==> src/rtl/i2c_am_pkg.sv <==
package i2c_am_pkg;

    typedef enum logic [1:0] {
        ST_IDLE = 2'd0,
        ST_ADDR = 2'd1,
        ST_DATA = 2'd2,
        ST_DONE = 2'd3
    } am_state_e;

    localparam int SEL_CTRL = 0;
    localparam int SEL_PRIM = 1;
    localparam int SEL_MASK = 2;
    localparam int SEL_DVAL = 3;
    localparam int SEL_ALT0 = 4;

    localparam int CTRL_EN  = 0;
    localparam int CTRL_DM  = 1;
    localparam int CTRL_ALT = 2;

endpackage

==> src/rtl/i2c_am_cfg.sv <==
module i2c_am_cfg
    import i2c_am_pkg::*;
#(
    parameter int ADDR_W  = 7,
    parameter int NUM_ALT = 3,
    localparam int BYTE_W = ADDR_W + 1,
    localparam int SEL_W  = $clog2(NUM_ALT + SEL_ALT0)
) (
    input  logic                              clk_i,
    input  logic                              rst_ni,
    input  logic                              wr_i,
    input  logic [SEL_W-1:0]                  sel_i,
    input  logic [BYTE_W-1:0]                 wdata_i,
    input  logic                              gcall_i,
    output logic                              slave_en_o,
    output logic                              dmatch_en_o,
    output logic [NUM_ALT-1:0]                alt_en_o,
    output logic [ADDR_W-1:0]                 prim_o,
    output logic [ADDR_W-1:0]                 mask_o,
    output logic [NUM_ALT-1:0][ADDR_W-1:0]    alt_o,
    output logic [BYTE_W-1:0]                 dval_o
);

    typedef struct packed {
        logic                           slave_en;
        logic                           dmatch_en;
        logic [NUM_ALT-1:0]             alt_en;
        logic [ADDR_W-1:0]              prim;
        logic [ADDR_W-1:0]              mask;
        logic [NUM_ALT-1:0][ADDR_W-1:0] alt;
        logic [BYTE_W-1:0]              dval;
    } cfg_t;

    cfg_t cfg_d, cfg_q;
    logic prim_open;

    // Primary address may change only with the slave off or after a general call
    assign prim_open = !cfg_q.slave_en || gcall_i;

    always_comb begin
        cfg_d = cfg_q;
        if (wr_i) begin
            if (sel_i == SEL_W'(SEL_CTRL)) begin
                cfg_d.slave_en  = wdata_i[CTRL_EN];
                cfg_d.dmatch_en = wdata_i[CTRL_DM];
                cfg_d.alt_en    = wdata_i[CTRL_ALT +: NUM_ALT];
            end
            if (sel_i == SEL_W'(SEL_PRIM) && prim_open) begin
                cfg_d.prim = wdata_i[ADDR_W-1:0];
            end
            if (sel_i == SEL_W'(SEL_MASK)) begin
                cfg_d.mask = wdata_i[ADDR_W-1:0];
            end
            if (sel_i == SEL_W'(SEL_DVAL)) begin
                cfg_d.dval = wdata_i;
            end
            for (int i = 0; i < NUM_ALT; i++) begin
                if (sel_i == SEL_W'(SEL_ALT0 + i)) begin
                    cfg_d.alt[i] = wdata_i[ADDR_W-1:0];
                end
            end
        end
    end

    always_ff @(posedge clk_i) begin
        if (!rst_ni) begin
            cfg_q <= '0;
        end else begin
            cfg_q <= cfg_d;
        end
    end

    assign slave_en_o  = cfg_q.slave_en;
    assign dmatch_en_o = cfg_q.dmatch_en;
    assign alt_en_o    = cfg_q.alt_en;
    assign prim_o      = cfg_q.prim;
    assign mask_o      = cfg_q.mask;
    assign alt_o       = cfg_q.alt;
    assign dval_o      = cfg_q.dval;

    // a locked write leaves the primary address untouched
    assert_prim_lock_R6: assert property (@(posedge clk_i) disable iff (!rst_ni)
        (wr_i && sel_i == SEL_W'(SEL_PRIM) && cfg_q.slave_en && !gcall_i)
        |=> $stable(prim_o));

    // a control write lands on the next cycle
    assert_ctrl_write_R12: assert property (@(posedge clk_i) disable iff (!rst_ni)
        (wr_i && sel_i == SEL_W'(SEL_CTRL))
        |=> slave_en_o == $past(wdata_i[CTRL_EN]));

endmodule

==> src/rtl/i2c_am_cmp.sv <==
module i2c_am_cmp #(
    parameter int ADDR_W  = 7,
    parameter int NUM_ALT = 3,
    localparam int IDX_W  = $clog2(NUM_ALT + 1)
) (
    input  logic [ADDR_W-1:0]              addr_i,
    input  logic [ADDR_W-1:0]              prim_i,
    input  logic [ADDR_W-1:0]              mask_i,
    input  logic [NUM_ALT-1:0][ADDR_W-1:0] alt_i,
    input  logic [NUM_ALT-1:0]             alt_en_i,
    output logic                           hit_o,
    output logic [IDX_W-1:0]               idx_o
);

    logic [NUM_ALT:0] hits;

    // Slot 0: primary address with per-bit don't-care mask
    assign hits[0] = ((addr_i ^ prim_i) & ~mask_i) == '0;

    for (genvar g = 0; g < NUM_ALT; g++) begin : g_alt
        assign hits[g+1] = alt_en_i[g] && (addr_i == alt_i[g]);
    end

    // Lowest index wins: scan from the top so the last write is the lowest hit
    always_comb begin
        hit_o = |hits;
        idx_o = '0;
        for (int k = NUM_ALT; k >= 0; k--) begin
            if (hits[k]) begin
                idx_o = IDX_W'(k);
            end
        end
    end

    // the reported slot hit and no lower slot did
    always_comb begin
        if (hit_o) begin
            assert_idx_is_hit_R4: assert (hits[idx_o]);
            for (int j = 0; j < NUM_ALT; j++) begin
                if (IDX_W'(j) < idx_o) begin
                    assert_idx_lowest_R4: assert (!hits[j]);
                end
            end
        end
    end

endmodule

==> src/rtl/i2c_addr_match.sv <==
module i2c_addr_match
    import i2c_am_pkg::*;
#(
    parameter int ADDR_W  = 7,
    parameter int NUM_ALT = 3,
    localparam int BYTE_W = ADDR_W + 1,
    localparam int IDX_W  = $clog2(NUM_ALT + 1),
    localparam int SEL_W  = $clog2(NUM_ALT + SEL_ALT0)
) (
    input  logic              clk_i,
    input  logic              rst_ni,
    input  logic              cfg_wr_i,
    input  logic [SEL_W-1:0]  cfg_sel_i,
    input  logic [BYTE_W-1:0] cfg_wdata_i,
    input  logic              start_i,
    input  logic              byte_vld_i,
    input  logic [BYTE_W-1:0] byte_i,
    output logic              match_o,
    output logic [IDX_W-1:0]  match_idx_o,
    output logic              rw_o,
    output logic              gcall_o,
    output logic              dmatch_vld_o,
    output logic              dmatch_o
);

    typedef struct packed {
        am_state_e        state;
        logic             match;
        logic [IDX_W-1:0] idx;
        logic             rw;
        logic             gcall;
        logic             dm_vld;
        logic             dm;
    } ctl_t;

    ctl_t ctl_d, ctl_q;

    logic                           slave_en;
    logic                           dmatch_en;
    logic [NUM_ALT-1:0]             alt_en;
    logic [ADDR_W-1:0]              prim;
    logic [ADDR_W-1:0]              mask;
    logic [NUM_ALT-1:0][ADDR_W-1:0] alt;
    logic [BYTE_W-1:0]              dval;
    logic                           cmp_hit;
    logic [IDX_W-1:0]               cmp_idx;
    logic                           addr_take;
    logic [NUM_ALT:0]               slot_en;

    i2c_am_cfg #(
        .ADDR_W (ADDR_W),
        .NUM_ALT(NUM_ALT)
    ) cfg_i (
        .clk_i      (clk_i),
        .rst_ni     (rst_ni),
        .wr_i       (cfg_wr_i),
        .sel_i      (cfg_sel_i),
        .wdata_i    (cfg_wdata_i),
        .gcall_i    (ctl_q.gcall),
        .slave_en_o (slave_en),
        .dmatch_en_o(dmatch_en),
        .alt_en_o   (alt_en),
        .prim_o     (prim),
        .mask_o     (mask),
        .alt_o      (alt),
        .dval_o     (dval)
    );

    i2c_am_cmp #(
        .ADDR_W (ADDR_W),
        .NUM_ALT(NUM_ALT)
    ) cmp_i (
        .addr_i  (byte_i[BYTE_W-1:1]),
        .prim_i  (prim),
        .mask_i  (mask),
        .alt_i   (alt),
        .alt_en_i(alt_en),
        .hit_o   (cmp_hit),
        .idx_o   (cmp_idx)
    );

    assign addr_take = byte_vld_i && !start_i && (ctl_q.state == ST_ADDR);
    assign slot_en   = {alt_en, 1'b1};

    always_comb begin
        ctl_d = ctl_q;
        if (start_i) begin
            // START wins over a byte in the same cycle
            ctl_d        = '0;
            ctl_d.state  = slave_en ? ST_ADDR : ST_IDLE;
        end else if (byte_vld_i) begin
            unique case (ctl_q.state)
                ST_ADDR: begin
                    ctl_d.state = ST_DONE;
                    if (byte_i == '0) begin
                        ctl_d.gcall = 1'b1;
                    end else if (cmp_hit) begin
                        ctl_d.match = 1'b1;
                        ctl_d.idx   = cmp_idx;
                        ctl_d.rw    = byte_i[0];
                        if (dmatch_en) begin
                            ctl_d.state = ST_DATA;
                        end
                    end
                end
                ST_DATA: begin
                    ctl_d.state  = ST_DONE;
                    ctl_d.dm_vld = 1'b1;
                    ctl_d.dm     = (byte_i == dval);
                end
                default: begin
                    ctl_d.state = ctl_q.state;
                end
            endcase
        end
    end

    always_ff @(posedge clk_i) begin
        if (!rst_ni) begin
            ctl_q <= '0;
        end else begin
            ctl_q <= ctl_d;
        end
    end

    assign match_o      = ctl_q.match;
    assign match_idx_o  = ctl_q.idx;
    assign rw_o         = ctl_q.rw;
    assign gcall_o      = ctl_q.gcall;
    assign dmatch_vld_o = ctl_q.dm_vld;
    assign dmatch_o     = ctl_q.dm;

    assert_start_clears_R8: assert property (@(posedge clk_i) disable iff (!rst_ni)
        start_i |=> (!match_o && !gcall_o && !dmatch_vld_o));

    assert_match_holds_R8: assert property (@(posedge clk_i) disable iff (!rst_ni)
        (match_o && !start_i) |=> (match_o && $stable(match_idx_o) && $stable(rw_o)));

    assert_gcall_excl_R5: assert property (@(posedge clk_i) disable iff (!rst_ni)
        !(gcall_o && match_o));

    assert_dm_needs_match_R7: assert property (@(posedge clk_i) disable iff (!rst_ni)
        dmatch_vld_o |-> match_o);

    assert_slot_enabled_R3: assert property (@(posedge clk_i) disable iff (!rst_ni)
        (addr_take && cmp_hit) |-> slot_en[cmp_idx]);

    assert_idle_no_addr_R9: assert property (@(posedge clk_i) disable iff (!rst_ni)
        (ctl_q.state == ST_IDLE && !start_i) |=> (!match_o && !gcall_o));

endmodule

==> config.mk <==
export PLATFORM = sky130hd
export DESIGN_NAME = i2c_addr_match
export DESIGN_NICKNAME = d
export VERILOG_FILES = /design/src/rtl/i2c_am_pkg.sv /design/src/rtl/i2c_am_cfg.sv /design/src/rtl/i2c_am_cmp.sv /design/src/rtl/i2c_addr_match.sv
export SDC_FILE = /design/constraint.sdc
export NUM_CORES = 1
export LEC_CHECK = 0
export BUFFER_PORTS_ARGS = -buffer_cell sky130_fd_sc_hd__buf_2
export CORE_MARGIN = 2
export CORE_UTILIZATION = 35
export DETAILED_ROUTE_END_ITERATION = 10
export PLACE_DENSITY = 0.62
export SYNTH_ARGS = -nofsm -noshare
export SYNTH_HDL_FRONTEND = slang
export SYNTH_SLANG_ARGS = --single-unit
==> constraint.sdc <==
create_clock -name clk_i -period 2.94 [get_ports clk_i]
set_input_delay 0.294 -clock clk_i [delete_from_list [all_inputs] [get_ports clk_i]]
set_output_delay 0.294 -clock clk_i [all_outputs]
set_load 0.05 [all_outputs]
==> results.txt, run 1 <==
- Setup violations remaining at the end of the flow were counted as 0.
- Adding up every negative setup slack in the final design gives 0 ps.
* Syn Nets: around 320
- Antenna diode count: 0
- For the worst setup path, the data arrival time is roughly 1900 ps.
- Summing every instance area after synthesis gives 2870 um^2.
* Share of layout cells above drive strength 1: 0.182
* Library cells used by synthesis: a little over 40
- Maximum buffer depth of the clock tree: 2
* Global routing usage summed across all routing layers: 0.163
- The detail route stage leaves a number of antenna-violating nets equal to 0.
* Detailed-routing iteration count for the pre-antenna-repair pass: 4
- Initial Utilization: 0.354
- Hold buffer count at cts: 0
- In this run the worst setup path terminates at match_o$_SDFFE_PP0P_.
- Worst R2R Setup Slack: approximately 1400 ps
* Result of the run: complete, no violations
- Slowest stage delay, CP: approximately 400 ps
- Total power per unit cell area: ~550 nW/um^2
* Area share of the leading cell type in the synthesized netlist: 0.398
- In this run the vertical extent of the chip is between 90 and 100 um.
* Number of cells upsized or downsized after cts: 0
- Final Hold Fails: 0
- Dividing the detail-routed via count by the number of cells gives roughly 4.7.
- Max-cap violations in this run came to 0.
- The share of the Yosys chip area taken by registers is 0.398.
- Synthesized instance count: slightly below 300
* Async set-reset flop share out of synthesis: 0
- Clock latency on the worst-skew pair, taken at its later pin, is 350 ps.
- Num Clock Sinks: 57
- Total vias in the final route: ~2,000
- Clock-pin slew was measured on the worst setup and hold paths at about 70 ps.
* Initial antenna violation count: 0
- The wire-length estimate of the detail-placed layout is between 4 and 5 mm.
- Depth of the worst register-to-register path: 6
- Share of the cycle needed by the critical path after routing: 0.534
* Syn avg cell area: ~10 um^2
* Worst-path cell chain: xnor2_2 -> o22ai_1 -> nor4_4 -> nor2b_4 -> a21o_1 -> a21oi_1
- The clock period could shrink to between 1500 and 2000 ps.
- In this run the worst hold path is classified as in -> reg.
- Startpoint of the worst setup timing path: cfg_i.prim_o[0]$_SDFFE_PN0P_
- Highest-delay cell along the critical path: dfxtp_1
* Routed wire length per instance: 15.7 um
- Synth warnings: 0
- Measured along the x axis, the die boundary spans 94.5 um.
* Root Buffer: clkbuf_8
- Compared with the post-synthesis result, the final layout area differs by 13.6%.
- Final weighted congestion in routability-driven placement: 0.842
- Wire length after detailed routing: 6.67 mm
- In this run the count of I/O pins placed on the die edge is 31.
* Required time worst endpoint: around 3200 ps
- After the first detailed-routing iteration, the DRC count stood at 73.
- Number of pins exceeding their max-slew limit in the final report: 0
- Synthesis inferred between 50 and 60 register bits.
- For the pin with the worst max-slew slack, the measured transition is 721 ps.
* Post-CTS Setup Inserts: 0
- Entering global routing, the biggest net connects 52 pins.
- At the end of the flow, the number of nets in the layout was ~340.
- The floorplan step defined a die boundary enclosing ~9000 um^2.
- Unrepaired setup endpoints after global routing: no
- The worst setup path is captured at a register.
* Biggest area consumer among synthesized cells: dfxtp_1
* Final routed DRC violation total: 0
* Row count: 33
* Number of global-route vias before repair: 1,935
- Of all nets on the critical path, the largest fanout is 5.
- H-tree lvl count: 3
* Buffers added on ports: 30
* Leakage power figure: about 0.0013 uW
* Worst ir drop on vdd: 0.200 mV
* Reg2reg start: cfg_i.prim_o[0]$_SDFFE_PN0P_
* CTS tree: built
- The worst setup path is launched from a register.
- The critical path is of the reg -> reg type.
- Summed over all layers, the global routing overflow is 0.
- Timing would allow up to 637 MHz.
* Largest cells by area after synthesis: dfxtp_1 40%, mux2i_1 14%, nor2b_1 9.6%
- Worst clock skew: 9.92 ps
- CTS Buf Count: 9
- The core region is a little over 8000 um^2.
* Final design utilization: 0.403
* Max-slew headroom at the worst pin: 0.519
- Number of enable-type register cells in the synthesized netlist: 0
* Predominant post-synthesis flop cell: dfxtp_1
- First-pass GRT wire length: about 10 mm
* Reg-to-reg critical path endpoint: match_o$_SDFFE_PP0P_
## critical path, delay by kind of cell (launching register included)
family | cells | cell delay (ps)
and+or+nand+nor | 2 | 470
AOI/OAI and AO/OA | 3 | 490
DFF | 1 | 400
xor gates and xnor gates | 1 | 140
## synthesized netlist by cell type, drive strengths merged (4+ instances only)
cell     n
nand2   23
xnor2   31
xor2     6
clkbuf   6
a21oi    8
dfxtp   57
a21boi   8
mux2i   40
nand4    7
nor2b   45
buf     12
o21ai    5
nor4     4
nor2    11
## routing by layer
| metal | vias up | GRT usage | routed length (um) |
|---|---|---|---|
| met3 | 11 | 0.0391 | 251 |
| met5 | - | 0 | 0 |
| met1 | 933 | 0.205 | 3120 |
| met2 | 33 | 0.260 | 3160 |
| li1 | 1024 | - | - |
| met4 | 0 | 0.0833 | 146 |
## power by group
group	switching [uW]	internal [uW]	leakage, uW
registers	11.9	787	0.000461
logic	86.6	70.4	0.000704
clock network	319	520	0.000115
## how the worst min path moves through the flow
stage,start,to,slack (ps),cells after the start
after floorplan,match_idx_o[0]$_SDFFE_PP0P_,match_idx_o[0]$_SDFFE_PP0P_,420,2
after global placement,match_o$_SDFFE_PP0P_,match_o$_SDFFE_PP0P_,430,2
after detailed placement,match_o$_SDFFE_PP0P_,match_o$_SDFFE_PP0P_,440,2
after CTS,cfg_wdata_i[7],cfg_i.dval_o[7]$_SDFFE_PN0P_,180,3
after global routing,cfg_wdata_i[7],cfg_i.dval_o[7]$_SDFFE_PN0P_,200,3
final,cfg_wdata_i[7],cfg_i.dval_o[7]$_SDFFE_PN0P_,190,3
## cells in the final DEF, fill, tap and decap left out, types with 2 or more instances in the layout
cell / synthesis / layout
xnor2_1: 27 / 27
clkinv_2: 0 / 2
nor2_1: 11 / 11
nand3_1: 3 / 3
xor2_1: 5 / 5
clkbuf_8: 0 / 11
dfxtp_1: 57 / 57
nor2b_1: 44 / 44
buf_2: 3 / 30
a21oi_1: 8 / 8
o21ai_1: 3 / 3
nor3_1: 2 / 2
nand2_1: 23 / 23
bufinv_16: 0 / 2
nand4_1: 7 / 7
o21ai_0: 2 / 2
mux2i_1: 40 / 40
xnor2_2: 4 / 4
inv_1: 3 / 3
nand2b_1: 2 / 2
a21boi_1: 8 / 8
and3_1: 3 / 3
o22ai_2: 2 / 2
nor4_1: 2 / 2
## cells by family (layout without fill, tap and decap cells)
group           after synthesis  count (layout)  synth area share
simple gates                108             108             0.225
flops                        57              57             0.398
mux                          40              40             0.140
xor+xnor                     37              37             0.126
compound gates               28              28            0.0659
buf+inv                      21              49            0.0458
## registers in the layout, summed over array words and instances (netlist names)
signal             flops
match_o                1
cfg_i.alt_o           21
rw_o                   1
cfg_i.dmatch_en_o      1
dmatch_vld_o           1
cfg_i.dval_o           8
cfg_i.mask_o           7
cfg_i.slave_en_o       1
cfg_i.alt_en_o         3
gcall_o                1
cfg_i.prim_o           7
dmatch_o               1
match_idx_o            2
ctl_q                  2
## layout make-up
class                   count  area, um^2
clock inverters             5        77.6
flip-flops and latches     57        1140
clock buffers              11         151
fillers                   822        4830
repair buffers             30         150
multi-input cells         213        1600
inverters                   3        11.3
well taps                 105         131
## metrics by stage
| stage | hold WS (ps) | cell area, um^2 | cells | total power [uW] | setup WS (ps) |
|---|---|---|---|---|---|
| 6_report | 186 | 3260 | 424 | 1790 | 1370 |
| 5_1_grt | 199 | 3260 | 424 | 1860 | 1260 |
| 4_1_cts | 177 | 3260 | 424 | 1810 | 1350 |
| 3_5_place_dp | 438 | 3030 | 408 | 974 | 1180 |
| 3_3_place_gp | 434 | 3030 | 408 | 973 | 1220 |
| 2_1_floorplan | 424 | 2870 | 291 | 928 | 1450 |
Power figures use the tool's default switching activity.
==> run 2, diff against run 1 <==
--- a/config.mk
+++ b/config.mk
@@ -5,6 +5,7 @@
 export SDC_FILE = /design/constraint.sdc
 export NUM_CORES = 1
 export LEC_CHECK = 0
+export ABC_AREA = 1
 export BUFFER_PORTS_ARGS = -buffer_cell sky130_fd_sc_hd__buf_2
 export CORE_MARGIN = 2
 export CORE_UTILIZATION = 35
==> constraint.sdc (replaced) <==
create_clock -name clk_i -period 1.6 [get_ports clk_i]
set_input_delay 0.16 -clock clk_i [delete_from_list [all_inputs] [get_ports clk_i]]
set_output_delay 0.16 -clock clk_i [all_outputs]
set_load 0.05 [all_outputs]
==> run 2 against run 1 <==
- fmax up 13%
- setup slack worse by 1200 ps
- global-route usage up 1.7 points
- first-iteration DRC count rose to 2.9 times the previous value
- register-to-register slack worse by 1200 ps
- critical path type unchanged
- highest routed layer unchanged
==> results.txt, run 2 <==
* Gate family responsible for the most delay along the worst path: simple AND/OR/NAND/NOR gates
- The diode insertion count for antenna repair is 0 (unchanged).
- The count of flip-flops with a built-in enable after synthesis was 0 (unchanged).
- The logic gate share of total power came to 0.101 (+0.013).
* Top cells by count, synth: 99 x nand2_1, 69 x inv_1, 57 x dfxtp_1
* Required time worst endpoint: 1840 ps (-1380 ps)
- Post-synthesis to final-layout area growth: 16.6%
- TritonCTS built the clock tree.
* Sequential cell area in the final layout: 1140 um^2 (unchanged)
- Via density per instance: 4.65 (-1.4%)
- Highest-delay cell along the critical path: dfxtp_1
- Total power per unit cell area: 987 nW/um^2 (+79%)
- The number of endpoints failing setup at the final stage was 0 (unchanged).
- Root Buffer: clkbuf_8
* Clock insertion delay at the later pin of the skew report: 340 ps (about the same)
* Slowest stage delay, CP: 340 ps (-60 ps)
- Class of the tightest hold or removal check: in -> reg
- The initial antenna violation count is 0 (unchanged).
- The setup slack at placement came to 186 ps (-994 ps).
* Share of the cycle needed by the critical path after routing: 0.867 (+0.333)
- Share of the yosys chip area belonging to registers: 0.416 (+0.0180)
* Initial Utilization: 0.359 (+0.00444)
- The hold buffer count at CTS came to 0 (unchanged).
* Most used cells in the layout excluding fill and tap cells: 99 x nand2_1, 69 x inv_1, 57 x dfxtp_1
* Synth warnings: 0 (unchanged)
* Largest cells by area after synthesis: dfxtp_1 42%, nand2_1 14%, inv_1 9.4%
- The number of instances in the synthesized netlist was 422 (+45%).
* Cell with the most instances after synthesis: nand2_1
- The switching power came to 833 uW (+100%).
- Arrival time at the worst endpoint: 1630 ps (-220 ps)
- Largest net degree at the start of global routing: 49 (-5.8%)
- The switching part of the total is 0.264 (+0.0311).
- Global routing usage summed across all routing layers: 0.181 (+0.0174)
* Vertical die dimension: 92.5 um (-2.1%)
- Final routed DRC violation total: 0 (unchanged)
- The flip-flop count of the largest register, all copies and words added is 21 (unchanged).
- Async set-reset flop share out of synthesis: 0 (unchanged)
- The worst setup path is captured at a register.
- Worst ir drop on vdd: 0.482 mV (+140%)
- Area of the mapped netlist: 2740 um^2 (-4.3%)
- Share of layout cells above drive strength 1: 0.141 (-0.0405)
- The minimum clock period was 1390 ps (-183 ps).
- Post-detail-place hpwl: 5.26 mm (+5.5%)
* Number of pins exceeding their max-slew limit in the final report: 0 (unchanged)
- H-tree lvl count: 3 (unchanged)
- Leakage power figure: 0.00139 uW (+8.6%)
- Predominant post-synthesis flop cell: dfxtp_1
- DIE WIDTH: 92.5 um (-2.1%)
* First-pass GRT wire length: 11.9 mm (+14%)
- Unrepaired setup endpoints after global routing: no
- The number of max-cap violations is 0 (unchanged).
- The number of failing hold endpoints at the final stage came to 0 (unchanged).
* CTS Buf Count: 9 (unchanged)
- The count of buffer and inverter cells on the critical path is 2 (+2).
- Worst setup SP type: register
* Uppermost layer routed: met4
- The transition at the pin with the smallest max-transition slack came to 480 ps (-241 ps).
* Placeable Area: 7650 um^2 (-5.5%)
* Max-slew headroom at the worst pin: 0.680 (+0.160)
- Worst-path cell chain: inv_1 -> nand2_1 -> nand2_1 -> inv_1 -> nand2_1 -> nor2_1 -> nand2_1 -> nand2_2 -> nor2_2 -> nor2_4 -> nand2_1 -> nand2_1 -> nor2_2
- The clock group share of total power is 0.430 (-0.037).
- Max frequency: 721 MHz (+13%)
* Final weighted congestion in routability-driven placement: 0.922 (+9.6%)
- Internal Dissipation: 2320 uW (+69%)
- Routed wire length per instance: 12.8 um (-18%)
- Area of the multi-input gates: 1260 um^2 (-21%)
* Congestion Overflow GR: 0 (unchanged)
- Number of synthesized register bits: 57 (unchanged)
- The routed metal-1 wirelength was 3.51 mm (+13%).
- The total of fill cells in the finished design is 828 (+0.73%).
- Area of the die: 8560 um^2 (-4.1%)
* Power share of the sequential group: 0.470 (+0.025)
- The number of instances resized during post-cts repair is 0 (unchanged).
* Row count: 32 (-3.0%)
* Area share of the leading cell type in the synthesized netlist: 0.416 (+0.0180)
- The initial detailed-routing violation count was 210 (+190%).
* Buffers added on ports: 30 (unchanged)
* Largest fanout on the critical path: 6 (+1)
* Most used cell, CP: nand2_1
* Result of the run: complete, no violations
- The post-CTS setup buffer count was 0 (unchanged).
* Most common cell after layout, fill and taps aside: nand2_1
- Library cells used by synthesis: 23 (-44%)
- The total clock sinks came to 57 (unchanged).
- The final clock skew was 6.74 ps (-3.18 ps).
- The biggest area contributor in the post-synthesis netlist is dfxtp_1.
* Detailed-routing iteration count for the pre-antenna-repair pass: 4 (unchanged)
- Syn avg cell area: 6.50 um^2 (-34%)
- Met3 routed WL: 432 um (+72%)
- The aggregate negative setup slack is 0 ps (unchanged).
* Critical Setup Path Class: reg -> reg
- Nets: 479 (+42%)
- Syn Nets: 446 (+42%)
- Remaining antenna violation count after routing: 0 (unchanged)
* Detailed route wirelength on metal2: 3.08 mm (-2.3%)
- Ports: 31 (unchanged)
- Number of global-route vias before repair: 2,393 (+24%)
- The total via count in the routed design was 2,615 (+31%).
- Maximum buffer depth of the clock tree: 2 (unchanged)
- Clock Pin Slew Worst Setup and Hold Paths: 70 ps (about the same)
- Wire length after detailed routing: 7.21 mm (+8.1%)
* Min setup slack post-route: 213 ps (-1160 ps)
[run 2: metal layers]
layer / up-vias / track usage
li1: 1389 / -
met1: 1146 / 0.247
met2: 67 / 0.272
met3: 13 / 0.0374
met4: 0 / 0.0846
met5: - / 0
[run 2: layout make-up]
class,count,area share
clock buffer,11,0.0442
clock inverter,5,0.0172
inverter,76,0.0892
multi-input combinational,276,0.394
sequential,57,0.357
tap,102,0.0399
timing repair buffer,35,0.0587
[run 2: logic make-up after synthesis]
logic type | after synthesis | share of synthesized area
AOI/OAI and AO/OA | 107 | 0.202
xor gates and xnor gates | 3 | 0.00958
buffers and inverters | 89 | 0.124
DFF | 57 | 0.416
and+or+nand+nor | 166 | 0.248
[run 2: path summary, 6_finish.rpt]
kind                                from                         to  slack [ps]  cells after the start
min                               rst_ni      ctl_q[7]$_SDFFE_PN0P_          80                      3
max          cfg_i.alt_o[5]$_SDFFE_PN0P_          rw_o$_SDFFE_PP0P_         210                     13
max reg2reg  cfg_i.alt_o[5]$_SDFFE_PN0P_          rw_o$_SDFFE_PP0P_         210                     13
min reg2reg    dmatch_vld_o$_SDFFE_PP0P_  dmatch_vld_o$_SDFFE_PP0P_         460                      1
[run 2: worst reg2reg max path: stages, from the launching register on]
cell and delay [ps]:
dfxtp_1 340, inv_1 70, nand2_1 60, nand2_1 50, inv_1 40, nand2_1 40
nor2_1 130, nand2_1 100, nand2_2 100, nor2_2 50, nor2_4 120, nand2_1 60
nand2_1 70, nor2_2 30
[run 2: through the flow]
| step | instance area [um^2] | utilization | cells | power, uW | hold slack, ps |
|---|---|---|---|---|---|
| final | 3200 | 0.418 | 562 | 3160 | 78.2 |
| after global routing | 3200 | 0.418 | 562 | 3300 | 79.8 |
| after CTS | 3200 | 0.418 | 562 | 3170 | 69.0 |
| after detailed placement | 3000 | 0.393 | 546 | 1830 | 432 |
| after global placement | 3000 | 0.393 | 546 | 1830 | 432 |
| after floorplan | 2740 | - | 422 | 1700 | 292 |
[run 2: power by group through the flow]
| stage | clock network [uW] | logic (uW) | registers (uW) |
|---|---|---|---|
| 5_1_grt | 1450 | 366 | 1490 |
| 2_1_floorplan | 0 | 195 | 1510 |
| 3_3_place_gp | 0 | 314 | 1510 |
| 3_5_place_dp | 0 | 316 | 1510 |
| 4_1_cts | 1370 | 317 | 1480 |
| 6_report | 1360 | 318 | 1480 |
==> run 3, diff against run 2 <==
--- a/config.mk
+++ b/config.mk
@@ -6,10 +6,11 @@
 export NUM_CORES = 1
 export LEC_CHECK = 0
 export ABC_AREA = 1
-export BUFFER_PORTS_ARGS = -buffer_cell sky130_fd_sc_hd__buf_2
+export BUFFER_PORTS_ARGS = -buffer_cell sky130_fd_sc_hd__buf_4
 export CORE_MARGIN = 2
 export CORE_UTILIZATION = 35
 export DETAILED_ROUTE_END_ITERATION = 10
+export GPL_TIMING_DRIVEN = 0
 export PLACE_DENSITY = 0.62
 export SYNTH_ARGS = -nofsm -noshare
 export SYNTH_HDL_FRONTEND = slang
==> run 3 against run 2 <==
- wire length up 3.7%
- combinational power up 6%
- sequential power about the same
==> results.txt, run 3 (synthesis results as in run 2) <==
- The flow ran to the end, and the final reports show no timing, DRC or antenna violations.
- Total vias in the final route: 2,678 (+2.4%)
- The fmax was 707 MHz (-2.0%).
* Share of layout cells above drive strength 1: 0.124 (-0.0168)
- The minimum clock period came to 1420 ps (+27.9 ps).
* Final Hold Fails: 0 (unchanged)
* Arrival time at the worst endpoint: 1650 ps (+20 ps)
- Placeable Area: 7650 um^2 (unchanged)
- Via density per instance: 4.71 (+1.3%)
* Highest-delay cell along the critical path: dfxtp_1
* Accumulated negative setup slack: 0 ps (unchanged)
- Maximum buffer depth of the clock tree: 2 (unchanged)
- Number of pins exceeding their max-slew limit in the final report: 0 (unchanged)
- The critical path is of the reg -> reg type.
- Worst ir drop on vdd: 0.444 mV (-7.8%)
- The flip-flop count of the largest register, all copies and words added is 21 (unchanged).
* Wire length after detailed routing: 7.48 mm (+3.7%)
- Detailed-routing iteration count for the pre-antenna-repair pass: 4 (unchanged)
* Max-Cap Viols: 0 (unchanged)
* Worst-path cell chain: inv_1 -> nand2_1 -> nand2_1 -> inv_1 -> nand2_1 -> nor2_1 -> nand2_1 -> nand2_2 -> nor2_2 -> nor2_4 -> nand2_1 -> nand2_1 -> nor2_2
* First-pass GRT wire length: 12.3 mm (+3.0%)
* DIE WIDTH: 92.5 um (unchanged)
* Reg2reg start: cfg_i.alt_o[5]$_SDFFE_PN0P_
- Post-synthesis to final-layout area growth: 18.8%
- Antenna diode count: 0 (unchanged)
* Area of the die: 8560 um^2 (unchanged)
- Vertical die dimension: 92.5 um (unchanged)
- Worst Max-Slew Pin Slew: 479 ps (-0.289 ps)
* Congestion Overflow GR: 0 (unchanged)
- Most common cell after layout, fill and taps aside: nand2_1
- Post-detail-place hpwl: 5.56 mm (+5.6%)
- The clock latency on the worst-skew pair came to 340 ps (about the same).
- Hold buffer count at cts: 0 (unchanged)
* Root Buffer: clkbuf_8
- The final clock skew was 5.01 ps (-1.73 ps).
- Most used cell, CP: nand2_1
- Total power per unit cell area: 916 nW/um^2 (-7.2%)
- H-tree lvl count: 3 (unchanged)
* Routed wire length per instance: 13.2 um (+2.6%)
- The normalized max-slew margin came to 0.681 (about the same).
- The number of endpoints failing setup at the final stage is 0 (unchanged).
- The I/O pin total was 31 (unchanged).
* Row count: 32 (unchanged)
- Startpoint of the worst setup timing path: cfg_i.alt_o[5]$_SDFFE_PN0P_
- Largest net degree at the start of global routing: 11 (-78%)
- The endpoint identified for the worst register-to-register timing path is match_idx_o[0]$_SDFFE_PP0P_.
* Sum of internal, switching and leakage power: 2990 uW (-5.4%)
- Largest fanout on the critical path: 6 (unchanged)
- The placer congestion estimate was 0.851 (-7.7%).
- Remaining antenna violation count after routing: 0 (unchanged)
- Most used cells in the layout excluding fill and tap cells: 99 x nand2_1, 69 x inv_1, 57 x dfxtp_1
* Buffers added on ports: 30 (unchanged)
- Number of global-route vias before repair: 2,505 (+4.7%)
- The remaining routing DRC violations was 0 (unchanged).
- The post-CTS setup buffer count was 0 (unchanged).
- Depth of the worst register-to-register path: 13 (unchanged)
* First-iteration detailed-routing DRC count: 159 (-24%)
- Number of cells upsized or downsized after cts: 0 (unchanged)
- The register-to-register setup slack is 180 ps (-30 ps).
- The global routing usage summed across all routing layers is 0.188 (+0.00740).
* Final design utilization: 0.426 (+0.00785)
* CTS tree: built
- The required time at the worst-slack endpoint is 1830 ps (about the same).
- Initial antenna violation count: 0 (unchanged)
- Crit path to: match_idx_o[0]$_SDFFE_PP0P_
* CTS Buf Count: 9 (unchanged)
- The biggest cell delay along the critical path came to 340 ps (about the same).
- Leakage power figure: 0.00140 uW (+0.53%)
* Initial Utilization: 0.359 (unchanged)
- Setup repair after global routing left no endpoint under its margin.
- Class of the tightest hold or removal check: in -> reg
* Num Clock Sinks: 57 (unchanged)
* Clock Pin Slew Worst Setup and Hold Paths: 60 ps (about the same)
- Share of the cycle needed by the critical path after routing: 0.884 (+0.0174)
- Nets: 487 (+1.7%)
- The worst setup path is captured at a register.
* Worst setup SP type: register
## run 3: changes by cell type in the layout (fill, tap and decap cells not counted), sizes merged
cell,before,now
bufinv,1,0
clkinv,2,0
clkbuf,11,25
buf,35,32
clkinvlp,2,0
## run 3: power breakdown
part           leakage [uW]  switching [uW]  internal (uW)
clock network     0.0000826             534            631
registers          0.000463            19.9           1460
logic              0.000852             215            122
## run 3: worst min-delay path by stage
stage | from | endpoint | slack (ps) | depth (start not counted)
3_3_place_gp | cfg_i.mask_o[3]$_SDFFE_PN0P_ | cfg_i.mask_o[3]$_SDFFE_PN0P_ | 450 | 2
4_1_cts | rst_ni | ctl_q[7]$_SDFFE_PN0P_ | 100 | 3
5_1_grt | rst_ni | ctl_q[7]$_SDFFE_PN0P_ | 130 | 3
6_report | rst_ni | ctl_q[7]$_SDFFE_PN0P_ | 110 | 3
3_5_place_dp | cfg_wdata_i[6] | cfg_i.mask_o[6]$_SDFFE_PN0P_ | 450 | 3
2_1_floorplan | rst_ni | ctl_q[7]$_SDFFE_PN0P_ | 290 | 2
## run 3: area by class of cell
cell class	count	area, um^2
Timing Repair Buffer	30	225
Tap cell	102	128
Fill cell	806	4390
Clock buffer	14	163
Inverter	76	285
Multi-Input combinational cell	276	1260
Sequential cell	57	1140
Buffer	13	56.3
## run 3: per-stage QoR
step / hold WS [ps] / cell area [um^2] / instances / setup WS (ps)
floorplan: 292 / 2740 / 422 / 207
global placement: 445 / 3100 / 554 / 76.1
detailed placement: 452 / 3100 / 554 / 21.6
CTS: 95.8 / 3260 / 568 / 176
global route: 135 / 3260 / 568 / 34.5
finish: 107 / 3260 / 568 / 185
## run 3: critical path, delay by kind of cell (launching register included)
family,cells,cell delay [ps]
buf+inv,2,100
simple gates,11,860
flops,1,340
## run 3: metal layers
| layer | share of wire | routed length, um | track usage | vias up |
|---|---|---|---|---|
| met5 | 0 | 0 | 0 | - |
| met4 | 0.032 | 242 | 0.114 | 0 |
| met3 | 0.039 | 291 | 0.0269 | 16 |
| met2 | 0.46 | 3440 | 0.301 | 64 |
| met1 | 0.47 | 3500 | 0.239 | 1192 |
| li1 | - | - | - | 1406 |
